===== src/rtl/postcap_pkg.sv =====
package postcap_pkg;

    // Nibble seen on the last frame-low clock that opens a host cycle
    localparam logic [3:0] LPC_START_NIB = 4'b0000;

    // Upper three bits of the type/direction nibble for an I/O write
    localparam logic [2:0] IO_WRITE_TYPE = 3'b001;

    localparam int CODE_W = 8;

    typedef enum logic [1:0] {
        DEC_IDLE,
        DEC_TYPE,
        DEC_ADDR,
        DEC_DATA
    } dec_state_e;

    // One captured diagnostic byte handed from decoder to history
    typedef struct packed {
        logic              valid;
        logic [CODE_W-1:0] code;
    } post_event_t;

    function automatic logic is_io_write(input logic [3:0] nib);
        return nib[3:1] == IO_WRITE_TYPE;
    endfunction

    function automatic logic [CODE_W-1:0] join_nibbles(input logic [3:0] lo,
                                                       input logic [3:0] hi);
        return {hi, lo};
    endfunction

endpackage


===== src/rtl/postcap_lpc_decode.sv =====
module postcap_lpc_decode
    import postcap_pkg::*;
#(
    parameter int          ADDR_W    = 16,
    parameter logic [15:0] PORT_ADDR = 16'h0080,
    localparam int         NIB_CNT   = ADDR_W / 4,
    localparam int         NCNT_W    = (NIB_CNT > 1) ? $clog2(NIB_CNT) : 1
) (
    input  logic        clk,
    input  logic        rst,
    input  logic        lframe_n,
    input  logic [3:0]  lad,
    output post_event_t evt
);

    dec_state_e          state_q;
    logic [ADDR_W-1:0]   addr_q;
    logic [NCNT_W-1:0]   nib_q;
    logic [3:0]          lo_q;
    logic                hi_phase_q;
    logic                port_match;

    assign port_match = (addr_q == ADDR_W'(PORT_ADDR));

    always_ff @(posedge clk) begin
        if (rst) begin
            state_q    <= DEC_IDLE;
            addr_q     <= '0;
            nib_q      <= '0;
            lo_q       <= '0;
            hi_phase_q <= 1'b0;
            evt        <= '0;
        end else begin
            evt.valid <= 1'b0;
            if (!lframe_n) begin
                // frame low (re)starts; only the start nibble arms decode
                state_q    <= (lad == LPC_START_NIB) ? DEC_TYPE : DEC_IDLE;
                nib_q      <= '0;
                hi_phase_q <= 1'b0;
            end else begin
                unique case (state_q)
                    DEC_TYPE: begin
                        // only the I/O write type proceeds
                        if (is_io_write(lad)) begin
                            state_q <= DEC_ADDR;
                            nib_q   <= '0;
                        end else begin
                            state_q <= DEC_IDLE;
                        end
                    end
                    DEC_ADDR: begin
                        // address nibbles arrive most significant first
                        addr_q <= {addr_q[ADDR_W-5:0], lad};
                        if (nib_q == NCNT_W'(NIB_CNT - 1)) begin
                            state_q    <= DEC_DATA;
                            hi_phase_q <= 1'b0;
                        end else begin
                            nib_q <= nib_q + NCNT_W'(1);
                        end
                    end
                    DEC_DATA: begin
                        if (!hi_phase_q) begin
                            lo_q       <= lad;
                            hi_phase_q <= 1'b1;
                        end else begin
                            state_q <= DEC_IDLE;
                            // emit only for the snooped port
                            if (port_match) begin
                                evt.valid <= 1'b1;
                                evt.code  <= join_nibbles(lo_q, lad);
                            end
                        end
                    end
                    default: state_q <= DEC_IDLE;
                endcase
            end
        end
    end

endmodule


===== src/rtl/postcap_history.sv =====
module postcap_history
    import postcap_pkg::*;
#(
    parameter  int DEPTH = 5,
    localparam int CNT_W = $clog2(DEPTH + 1)
) (
    input  logic                           clk,
    input  logic                           rst,
    input  logic                           clr,
    input  post_event_t                    evt,
    output logic [DEPTH-1:0][CODE_W-1:0]   slots,
    output logic [CNT_W-1:0]               count
);

    logic wipe;
    assign wipe = rst || clr;   // clear outranks capture

    // index 0 takes the new byte, every other slot takes its neighbour
    for (genvar i = 0; i < DEPTH; i++) begin : g_slot
        always_ff @(posedge clk) begin
            if (wipe) begin
                slots[i] <= '0;
            end else if (evt.valid) begin
                if (i == 0) begin
                    slots[i] <= evt.code;
                end else begin
                    slots[i] <= slots[(i > 0) ? i - 1 : 0];
                end
            end
        end
    end

    always_ff @(posedge clk) begin
        if (wipe) begin
            count <= '0;
        end else if (evt.valid && (count != CNT_W'(DEPTH))) begin
            count <= count + CNT_W'(1);
        end
    end

endmodule


===== src/rtl/postcap_reader.sv =====
module postcap_reader
    import postcap_pkg::*;
#(
    parameter  int DEPTH = 5,
    localparam int IDX_W = (DEPTH > 1) ? $clog2(DEPTH) : 1,
    localparam int CNT_W = $clog2(DEPTH + 1)
) (
    input  logic                         clk,
    input  logic                         rst,
    input  logic [DEPTH-1:0][CODE_W-1:0] slots,
    input  logic [CNT_W-1:0]             count,
    input  logic [IDX_W-1:0]             rd_idx,
    output logic [CODE_W-1:0]            rd_code,
    output logic                         rd_hit
);

    logic [CODE_W-1:0] picked;
    logic              occupied;

    // a slot counts only below the live count
    assign occupied = int'(rd_idx) < int'(count);

    always_comb begin
        picked = '0;
        for (int i = 0; i < DEPTH; i++) begin
            if (int'(rd_idx) == i) begin
                picked = slots[i];
            end
        end
    end

    // one register stage; nothing here feeds back to the history
    always_ff @(posedge clk) begin
        if (rst) begin
            rd_code <= '0;
            rd_hit  <= 1'b0;
        end else begin
            rd_code <= occupied ? picked : '0;
            rd_hit  <= occupied;
        end
    end

endmodule


===== src/rtl/post_code_capture.sv =====
module post_code_capture
    import postcap_pkg::*;
#(
    parameter  int          DEPTH     = 5,
    parameter  int          ADDR_W    = 16,
    parameter  logic [15:0] PORT_ADDR = 16'h0080,
    localparam int          IDX_W     = (DEPTH > 1) ? $clog2(DEPTH) : 1,
    localparam int          CNT_W     = $clog2(DEPTH + 1)
) (
    input  logic              clk,
    input  logic              rst,
    input  logic              clr,
    input  logic              lframe_n,
    input  logic [3:0]        lad,
    input  logic [IDX_W-1:0]  rd_idx,
    output logic [7:0]        rd_code,
    output logic              rd_hit,
    output logic [CNT_W-1:0]  valid_count
);

    post_event_t                  cap_evt;
    logic                         cap_valid;
    logic [CODE_W-1:0]            cap_code;
    logic [DEPTH-1:0][CODE_W-1:0] hist_slots;
    logic [CNT_W-1:0]             hist_count;

    assign cap_valid   = cap_evt.valid;
    assign cap_code    = cap_evt.code;
    assign valid_count = hist_count;

    postcap_lpc_decode #(
        .ADDR_W    (ADDR_W),
        .PORT_ADDR (PORT_ADDR)
    ) u_decode (
        .clk      (clk),
        .rst      (rst),
        .lframe_n (lframe_n),
        .lad      (lad),
        .evt      (cap_evt)
    );

    postcap_history #(
        .DEPTH (DEPTH)
    ) u_history (
        .clk   (clk),
        .rst   (rst),
        .clr   (clr),
        .evt   (cap_evt),
        .slots (hist_slots),
        .count (hist_count)
    );

    postcap_reader #(
        .DEPTH (DEPTH)
    ) u_reader (
        .clk     (clk),
        .rst     (rst),
        .slots   (hist_slots),
        .count   (hist_count),
        .rd_idx  (rd_idx),
        .rd_code (rd_code),
        .rd_hit  (rd_hit)
    );

endmodule


===== config.mk =====
export PLATFORM = sky130hd
export DESIGN_NAME = post_code_capture
export DESIGN_NICKNAME = d
export VERILOG_FILES = /design/src/rtl/postcap_pkg.sv /design/src/rtl/postcap_lpc_decode.sv /design/src/rtl/postcap_history.sv /design/src/rtl/postcap_reader.sv /design/src/rtl/post_code_capture.sv
export SDC_FILE = /design/constraint.sdc
export NUM_CORES = 1
export LEC_CHECK = 0
export ABC_AREA = 1
export BUFFER_PORTS_ARGS = -buffer_cell sky130_fd_sc_hd__buf_2
export CELL_PAD_IN_SITES_DETAIL_PLACEMENT = 1
export CELL_PAD_IN_SITES_GLOBAL_PLACEMENT = 1
export CORE_MARGIN = 2
export CORE_UTILIZATION = 47
export CTS_CLUSTER_SIZE = 25
export DETAILED_ROUTE_END_ITERATION = 8
export PLACE_DENSITY_LB_ADDON = 0.1
export SLEW_MARGIN = 20
export SYNTH_ARGS = -nofsm -noshare
export SYNTH_HDL_FRONTEND = slang
export SYNTH_SLANG_ARGS = --single-unit

===== constraint.sdc =====
create_clock -name clk -period 3.35 [get_ports clk]
set_input_delay 0.1675 -clock clk [delete_from_list [all_inputs] [get_ports clk]]
set_output_delay 0.1675 -clock clk [all_outputs]
set_load 0.05 [all_outputs]

Word-level counts from Yosys, hierarchy flattened
Index checks and enable logic that the tools add are counted.
W data, S select, Z words.
{ "totals": {"word_cells": 70, "out_inout_bits": 12, "register_bits": 86} }
{ "classes": {"eq_ne": 16, "bitwise_logic": 4, "muxes": 17, "reduce_logical": 15, "addsub": 2, "order_cmp": 1} }
{ "ops": {"columns": ["operator", "count"], "rows": [
  ["$mux W8", 5],
  ["$eq A16 B8 Y1 const B", 1],
  ["$mux W2", 6],
  ["$eq A3 B3 Y1 const B", 3],
  ["$mux W9", 1],
  ["$eq A2 B2 Y1 const B", 3],
  ["$ne A3 B2 Y1 const B", 2],
  ["$pmux W2 S3", 1],
  ["$reduce_and A2 Y1", 3],
  ["$reduce_and A3 Y1", 2],
  ["$logic_not A4 Y1", 1],
  ["$ne A2 B1 Y1 const B", 2],
  ["$not A1 Y1", 4],
  ["$pmux W2 S2", 1],
  ["$reduce_and A4 Y1", 1],
  ["$reduce_bool A2 Y1", 2],
  ["$reduce_or A2 Y1", 2],
  ["$reduce_or A4 Y1", 1],
  ["$add A3 B1 Y3 const B", 1],
  ["$eq A3 B1 Y1 const B", 1],
  ["$eq A3 B2 Y1 const B", 1],
  ["$logic_not A3 Y1", 1],
  ["$lt A3 B3 Y1", 1],
  ["$ne A3 B3 Y1 const B", 1],
  ["7 further kinds", 8]
]} }

Longest topological paths before layout
Gate-level depths: netlist of run 1.
{ "logic_depth": {"word_depth": 6, "ltp_mapped": 8} }

By module
From an unflattened synthesis of run 1, not the netlist that was laid out.
{ "hier_totals": {"cells_unflattened": 523, "hier_area_um2": 4100.2} }
{ "by_module_without_submodules": {"columns": ["mod", "seq_area_each_um2", "cells_each", "area_per_inst_um2", "n_inst"], "rows": [
  ["postcap_history", 860.8, 199, 1805.5, 1],
  ["postcap_lpc_decode", 680.7, 211, 1511.4, 1],
  ["postcap_reader", 180.2, 113, 783.3, 1]
]} }

Least setup slack after synthesis of run 1
OpenSTA, ideal clock, no wires.
{ "synth_path": {"path_type": "register to register", "start": "reg u_history.count[2]", "end": "reg u_reader.rd_code[0]", "setup_time_ns": 0.064, "t_arrival_ns": 1.616, "period_less_slack_ns": 1.680, "stages_incl_launch_ff": 8, "slack_ns": 1.670, "path_cell_list": "dfxtp_1 inv_1 ha_1 a21oi_1 nand2_1 nor2_2 o21ai_0 nor2_1"} }
{ "synth_between": {"elab_chain_len": 3} }
{ "synth_rtl": {"columns": ["item", "line_no", "text"], "rows": [
  ["start, declared", "postcap_history.sv:12", "output logic [CNT_W-1:0] count"],
  ["start signal, assigned", "postcap_history.sv:37", "count <= count + CNT_W'(1);"],
  ["$lt A3 B3 Y1", "postcap_reader.sv:21", "assign occupied = int'(rd_idx) < int'(count);"],
  ["$not A1 Y1 (no source line)", null, null],
  ["$reduce_or A2 Y1 (no source line)", null, null],
  ["end signal, assigned", "postcap_reader.sv:38", "rd_code <= occupied ? picked : '0;"],
  ["end, declared", "postcap_reader.sv:13", "output logic [CODE_W-1:0] rd_code,"]
]} }
Every way passes these cells.
A chain may end at the register's enable or synchronous reset.

Worst setup path in the final report of run 1
{ "layout_path": {"start": "reg u_decode.state_q[0]", "end": "reg u_decode.addr_q[0]"} }
{ "layout_between": {"elab_chain_len": 2} }
{ "layout_rtl": {"columns": ["item", "line_no", "text"], "rows": [
  ["start, declared", "postcap_lpc_decode.sv:16", "dec_state_e state_q;"],
  ["start signal, assigned", "postcap_lpc_decode.sv:37", "state_q <= (lad == LPC_START_NIB) ? DEC_TYPE : DEC_IDLE;"],
  ["$eq A2 B2 Y1", "postcap_lpc_decode.sv:41", "unique case (state_q)"],
  ["$reduce_and A2 Y1 (no source line)", null, null],
  ["end signal, assigned", "postcap_lpc_decode.sv:53", "addr_q <= {addr_q[ADDR_W-5:0], lad};"],
  ["end, declared", "postcap_lpc_decode.sv:17", "logic [ADDR_W-1:0] addr_q;"]
]} }
Every way passes these cells.

==> Implementation_results.wiki, run 1 <==
{| class="wikitable"
! Metric !! Value
|-
| Status || completed
|-
| Via count normalized by instance count || 5.16
|-
| Worst setup path class || reg2reg
|-
| Detail-routed net length per standard cell || 14.2 µm
|-
| Drc violations || 0
|-
| Most repeated library cell on the critical path || inv_1
|-
| Clock latency at the later pin of the worst-skew pair || 0.35 ns
|-
| Leakage power summed over all cells || 0.00148 µW
|-
| Overall die width || 90.9 µm
|-
| Synth-to-layout area growth || 10.9%
|-
| Nets || 508
|-
| Commonest cells after routing, fill and taps aside || nand2_1 (102), dfxtp_1 (86), nor2_1 (61)
|-
| WP data arrival || 2.14 ns
|-
| Required @ worst endpoint || 3.58 ns
|-
| Proportion of layout cells with a drive suffix above 1 || 10.1%
|-
| Count of boundary I/O pins || 23
|-
| Num CTS Buffers || 9
|-
| Syn_nets || 494
|-
| Post-synthesis sequential area ratio || 48.6%
|-
| Post-CTS Hold Buffers || 0
|-
| Pin count of the biggest net entering global routing || 42
|-
| VDD IR-drop max || 204 µV
|-
| Core Region || 7290 µm²
|-
| Startpoint types || register
|-
| Sink Count || 86
|-
| Cell type contributing the most total cell area after synthesis || dfxtp_1
|-
| Core Rows || 31
|-
| Power per unit of standard cell area || 499 nW/µm²
|-
| Final estimated routing congestion in global placement || 0.778
|-
| CTS root buffer || clkbuf_8
|-
| Transition time of the tightest slew-check pin || 0.787 ns
|-
| Number of standard cells after synthesis || 475
|-
| Cell chain of the critical path || inv_1 > ha_1 > nand2_1 > inv_1 > o21ai_0 > a21oi_1
|-
| Synth unique cells || 23
|-
| CTS H-Tree Depth || 3
|-
| Max-slew violations || 0
|-
| Total wire length || 8.44 mm
|-
| Final count of negative-setup-slack endpoints || 0
|-
| Clock tree from TritonCTS || yes
|-
| Worst path slowest cell || nand2_1
|-
| Crit share post-route || 57.2%
|-
| Die Outline Area || 8260 µm²
|-
| Max Cap Viol || 0
|-
| Global-route usage over all layers || 21.2%
|-
| Via total after detailed routing || 3,056
|-
| Number of global-route vias before repair || 2,983
|-
| Initial core utilization || 48.6%
|-
| Pre-CTS setup slack || 1.50 ns
|-
| Total Negative Setup Slacks || 0 ns
|-
| Commonest non-fill, non-tap cell in the layout || nand2_1
|-
| Wire length of the first global-routing pass || 14.3 mm
|-
| Clock Path Buffers || 2
|-
| Fin Clk Skew || 0.00719 ns
|-
| Post-CTS sizing || 0
|-
| Unrepaired setup endpoints after global routing || false
|-
| ANT nets after route || 0
|-
| Syn_area_per_cell || 7.47 µm²
|-
| Post-CTS clock slew at the launch and capture registers of the worst setup and hold paths || 0.08 ns
|-
| Number of warning messages in the yosys log || 0
|-
| Number of setup buffers added after CTS || 0
|-
| Placement-stage cell area || 3700 µm²
|-
| Top area cells in the synthesized netlist || dfxtp_1 (49%), nand2_1 (11%), a21oi_1 (8.3%)
|-
| Final critical-path setup slack || 1.43 ns
|-
| Total of flip-flops plus latches after synthesis || 86
|-
| Aggregate global routing overflow || 0
|-
| Delay of the slowest critical-path stage || 0.44 ns
|-
| Worst min-delay path category || in2reg
|-
| Cell Count, Final, Fillers Out || 592
|-
| Max-slew headroom || 47.5%
|-
| Initial detailed-routing violation count || 111
|-
| Detailed placement HPWL || 5.66 mm
|-
| Non-Filler Cell Area, Final || 3930 µm²
|-
| Final Hold Viols || 0
|-
| Ant diodes || 0
|-
| Largest fanout on the critical path || 20
|-
| Post-synth top area share || 48.6%
|-
| Minimum clock period after layout || 1.92 ns
|-
| Die extent in y || 90.9 µm
|-
| Buffers added on ports || 22
|-
| Number of antenna violations at the first check in global routing || 0
|-
| Buffers plus inverters on the worst setup path || 2
|-
| Maximum frequency from static timing analysis || 522 MHz
|-
| Total iterations of the first detailed-routing run || 4
|-
| Inst Count DP || 577
|-
| Mapped Area || 3550 µm²
|-
| Top Family by Delay on Critical Path || simple AND/OR/NAND/NOR gates
|-
| Utilization after layout || 53.9%
|-
| Setup crit end kind || register
|}
cells by family after synthesis:
family          Yosys count  synth area share (%)
fa+ha+maj                 8                  2.82
simple gates            204                  23.8
xor+xnor                  1                 0.247
flops                    86                  48.6
buf+inv                  63                  7.45
compound gates          113                  17.1
registers in the layout (all words and copies together) (netlist names):
register,count
u_decode.nib_q,2
u_decode.addr_q,16
u_reader.rd_hit,1
u_decode.state_q,2
u_history.slots,40
u_decode.evt,9
u_decode.lo_q,4
u_decode.hi_phase_q,1
u_reader.rd_code,8
u_history.count,3
worst register-to-register path: cells and delay by family, from the launching register on:
kind / cells / cell delay (ns)
AOI/OAI and AO/OA: 2 / 0.34
adders and majority gates: 1 / 0.22
buffers and inverters: 2 / 0.42
DFF: 1 / 0.38
and+or+nand+nor: 1 / 0.44
path summary, 6_finish.rpt:
kind	start	end	slack, ns	cells after the start
hold reg to reg	u_decode.lo_q[2]	u_decode.lo_q[2]	0.46	2
hold / removal	rst	u_decode.evt[8]	0.08	2
setup reg to reg	u_decode.state_q[0]	u_decode.addr_q[0]	1.43	6
setup / recovery	u_decode.state_q[0]	u_decode.addr_q[0]	1.43	6
cell usage after synthesis:
master    instances
xor2_1            1
ha_1              8
nor3_1            1
clkbuf_2          1
nor2_2            3
buf_2             9
or2_1             1
a211oi_1         15
buf_1             2
nor2_1           61
nand2_1         102
nand4_1           4
nand3_1          28
a21oi_2           1
dfxtp_1          86
o21ai_0          38
nor3_2            3
nor3b_1           1
inv_2             2
clkbuf_1          9
inv_1            38
a21oi_1          59
buf_6             2
power breakdown:
part           internal [µW]  switching (µW)  leakage [µW]
Combinational           18.3            51.5      0.000668
Clock                    491             377      0.000115
Sequential              1020           0.420      0.000693
Total                   1530             429       0.00148
final cells by class:
class                      count  area, µm²
clock inverter                 6        111
inverter                      40        150
tap                           99        124
fill                         972       3360
clock buffer                   9        124
sequential                    86       1720
timing repair buffer          26        140
multi-input combinational    326       1560
per-layer routing:
layer	routed length, µm	track usage [%]
met5	0	0
met4	75	5.30
met1	4030	27.5
met3	183	4.59
met2	4140	36.1
stage by stage:
step | hold slack [ns] | total power [µW]
after global routing | 0.0811 | 2020
after floorplan | 0.240 | 1090
final | 0.0810 | 1960
after CTS | 0.0646 | 1980
after detailed placement | 0.456 | 1120
after global placement | 0.446 | 1110
No activity file was read; power rests on OpenSTA's default activity.
==> run 2: changes to the inputs <==
Settings changed: CORE_UTILIZATION 47 to 40.
Clock period 3.35 ns to 1.6 ns, I/O delays scaled along.
==> run 2 against run 1 <==
Effect of this change:
- via count increased by 1.1%
- cell count grew 3.7%
- hold slack worse by 0.069 ns
- combinational power up 120%
- clock power is 81% higher
- largest cell class unchanged
- largest power group unchanged
==> Implementation_results.wiki, run 2 (same netlist as run 1, synthesis figures left out) <==
{| class="wikitable"
! Metric !! Value
|-
| Status || completed
|-
| Core Rows || 34
|-
| Buffers plus inverters on the worst setup path || 1
|-
| ANT nets after route || 0
|-
| Final critical-path setup slack || 0.141 ns
|-
| Clock tree from TritonCTS || yes
|-
| Final estimated routing congestion in global placement || 0.716
|-
| Length in cells of the worst reg-to-reg path || 6
|-
| Final count of negative-setup-slack endpoints || 0
|-
| Leakage power summed over all cells || 0.00152 µW
|-
| Initial detailed-routing violation count || 98
|-
| Sink Count || 86
|-
| Maximum frequency from static timing analysis || 685 MHz
|-
| Largest fanout on the critical path || 9
|-
| Global-route usage over all layers || 17.9%
|-
| Die extent in y || 98.2 µm
|-
| Via count normalized by instance count || 5.03
|-
| Setup crit end kind || register
|-
| Via total after detailed routing || 3,089
|-
| Minimum clock period after layout || 1.46 ns
|-
| Crit share post-route || 91.2%
|-
| Synth-to-layout area growth || 13.9%
|-
| Wire length of the first global-routing pass || 14.2 mm
|-
| Max FFs per register || 40
|-
| Top Family by Delay on Critical Path || simple AND/OR/NAND/NOR gates
|-
| Delay of the slowest critical-path stage || 0.35 ns
|-
| WP data arrival || 1.74 ns
|-
| Proportion of layout cells with a drive suffix above 1 || 12.8%
|-
| Clock Path Buffers || 2
|-
| Total Negative Setup Slacks || 0 ns
|-
| Die Outline Area || 9630 µm²
|-
| Commonest non-fill, non-tap cell in the layout || nand2_1
|-
| Detail-routed net length per standard cell || 13.5 µm
|-
| Core Region || 8680 µm²
|-
| Max-slew headroom || 58.4%
|-
| Cell count along the critical path || 6
|-
| VDD IR-drop max || 375 µV
|-
| Post-CTS clock slew at the launch and capture registers of the worst setup and hold paths || 0.09 ns
|-
| Final Hold Viols || 0
|-
| Number of antenna violations at the first check in global routing || 0
|-
| Worst setup path class || reg2reg
|-
| Registers with the highest flip-flop counts || u_history.slots (40), u_decode.addr_q (16), u_decode.evt (9)
|-
| Nets || 520
|-
| Max-slew violations || 0
|-
| Worst min-delay path category || in2reg
|-
| Fin Clk Skew || 0.0144 ns
|-
| Count of boundary I/O pins || 23
|-
| Clock latency at the later pin of the worst-skew pair || 0.36 ns
|-
| Total Power Consumption || 3870 µW
|-
| Required @ worst endpoint || 1.88 ns
|-
| Cell chain of the critical path || ha_1 > nand3_1 > inv_1 > nor2_1 > o21ai_0 > a21oi_1
|-
| Number of global-route vias before repair || 3,091
|-
| Detailed placement HPWL || 5.61 mm
|-
| Unrepaired setup endpoints after global routing || false
|-
| Pre-CTS setup slack || 0.0530 ns
|-
| WHS Path Cells || 3
|-
| Total iterations of the first detailed-routing run || 4
|-
| Register ranked first by flip-flop count || u_history.slots
|-
| Pin count of the biggest net entering global routing || 44
|-
| Aggregate global routing overflow || 0
|-
| Commonest cells after routing, fill and taps aside || nand2_1 (102), dfxtp_1 (83), nor2_1 (61)
|-
| Worst path slowest cell || dfxtp_2
|-
| Drc violations || 0
|-
| Startpoint types || register
|-
| CTS H-Tree Depth || 3
|-
| Initial core utilization || 40.9%
|-
| Buffers added on ports || 22
|-
| CTS root buffer || clkbuf_8
|-
| Transition time of the tightest slew-check pin || 0.624 ns
|-
| Total wire length || 8.28 mm
|-
| Num CTS Buffers || 9
|-
| Overall die width || 98.2 µm
|-
| Max Cap Viol || 0
|-
| Power per unit of standard cell area || 958 nW/µm²
|-
| Ant diodes || 0
|}
## run 2: cell types whose count changed in the layout (fill, tap and decap cells not counted), moves of 2 or more
cell	delta
dfxtp_2	+3
bufinv_16	-2
buf_4	+8
dfxtp_1	-3
clkinvlp_4	+2
buf_12	+2
## run 2: timing repair
action / CTS / global route
hold buffers: 1 / 0
gates resized for setup: 0 / 3
hold endpoints to repair: 1 / 0
buffers inserted: 0 / 4
setup endpoints to repair: 0 / 13
## run 2: per-stage QoR
stage / hold slack (ns) / cells / area, µm² / util [%]
4_1_cts: 0.0178 / 610 / 4000 / 46.1
5_1_grt: 0.0382 / 614 / 4040 / 46.5
6_report: 0.0124 / 614 / 4040 / 46.5
2_1_floorplan: 0.152 / 475 / 3550 / -
3_3_place_gp: 0.368 / 593 / 3790 / 43.6
3_5_place_dp: 0.383 / 593 / 3790 / 43.6
## run 2: routing by layer
layer	global-route usage, %	up-vias	share of wire, %
li1	-	1599	-
met1	22.3	1443	47
met2	30.8	33	49
met3	2.79	14	1.9
met4	7.90	0	1.9
met5	0	-	0
## run 2: area by class of cell
type	instances	area [µm²]
inverters	40	154
clock inverters	5	58.8
fillers	1104	4640
well taps	108	135
clock buffers	11	141
multi-input cells	326	1570
repair buffers	38	258
flip-flops and latches	86	1730
## run 2: report_power, final
part	leakage (µW)	total (µW)	internal, µW	switching, µW
logic	0.000732	157	49.0	108
clock network	0.0000955	1570	765	803
registers	0.000694	2140	2140	0.917
## run 2: tightest hold or removal path, delay by kind of cell
family | cells | cell delay, ns
buf+inv | 2 | 0.19
compound gates | 1 | 0.06
## run 2: path summary, 6_finish.rpt
kind                  startpoint                  end  slack (ns)
max          u_decode.state_q[0]  u_decode.state_q[0]        0.14
min                       lad[3]   u_decode.addr_q[3]        0.01
max reg2reg  u_decode.state_q[0]  u_decode.state_q[0]        0.14
min reg2reg     u_decode.lo_q[2]     u_decode.lo_q[2]        0.46
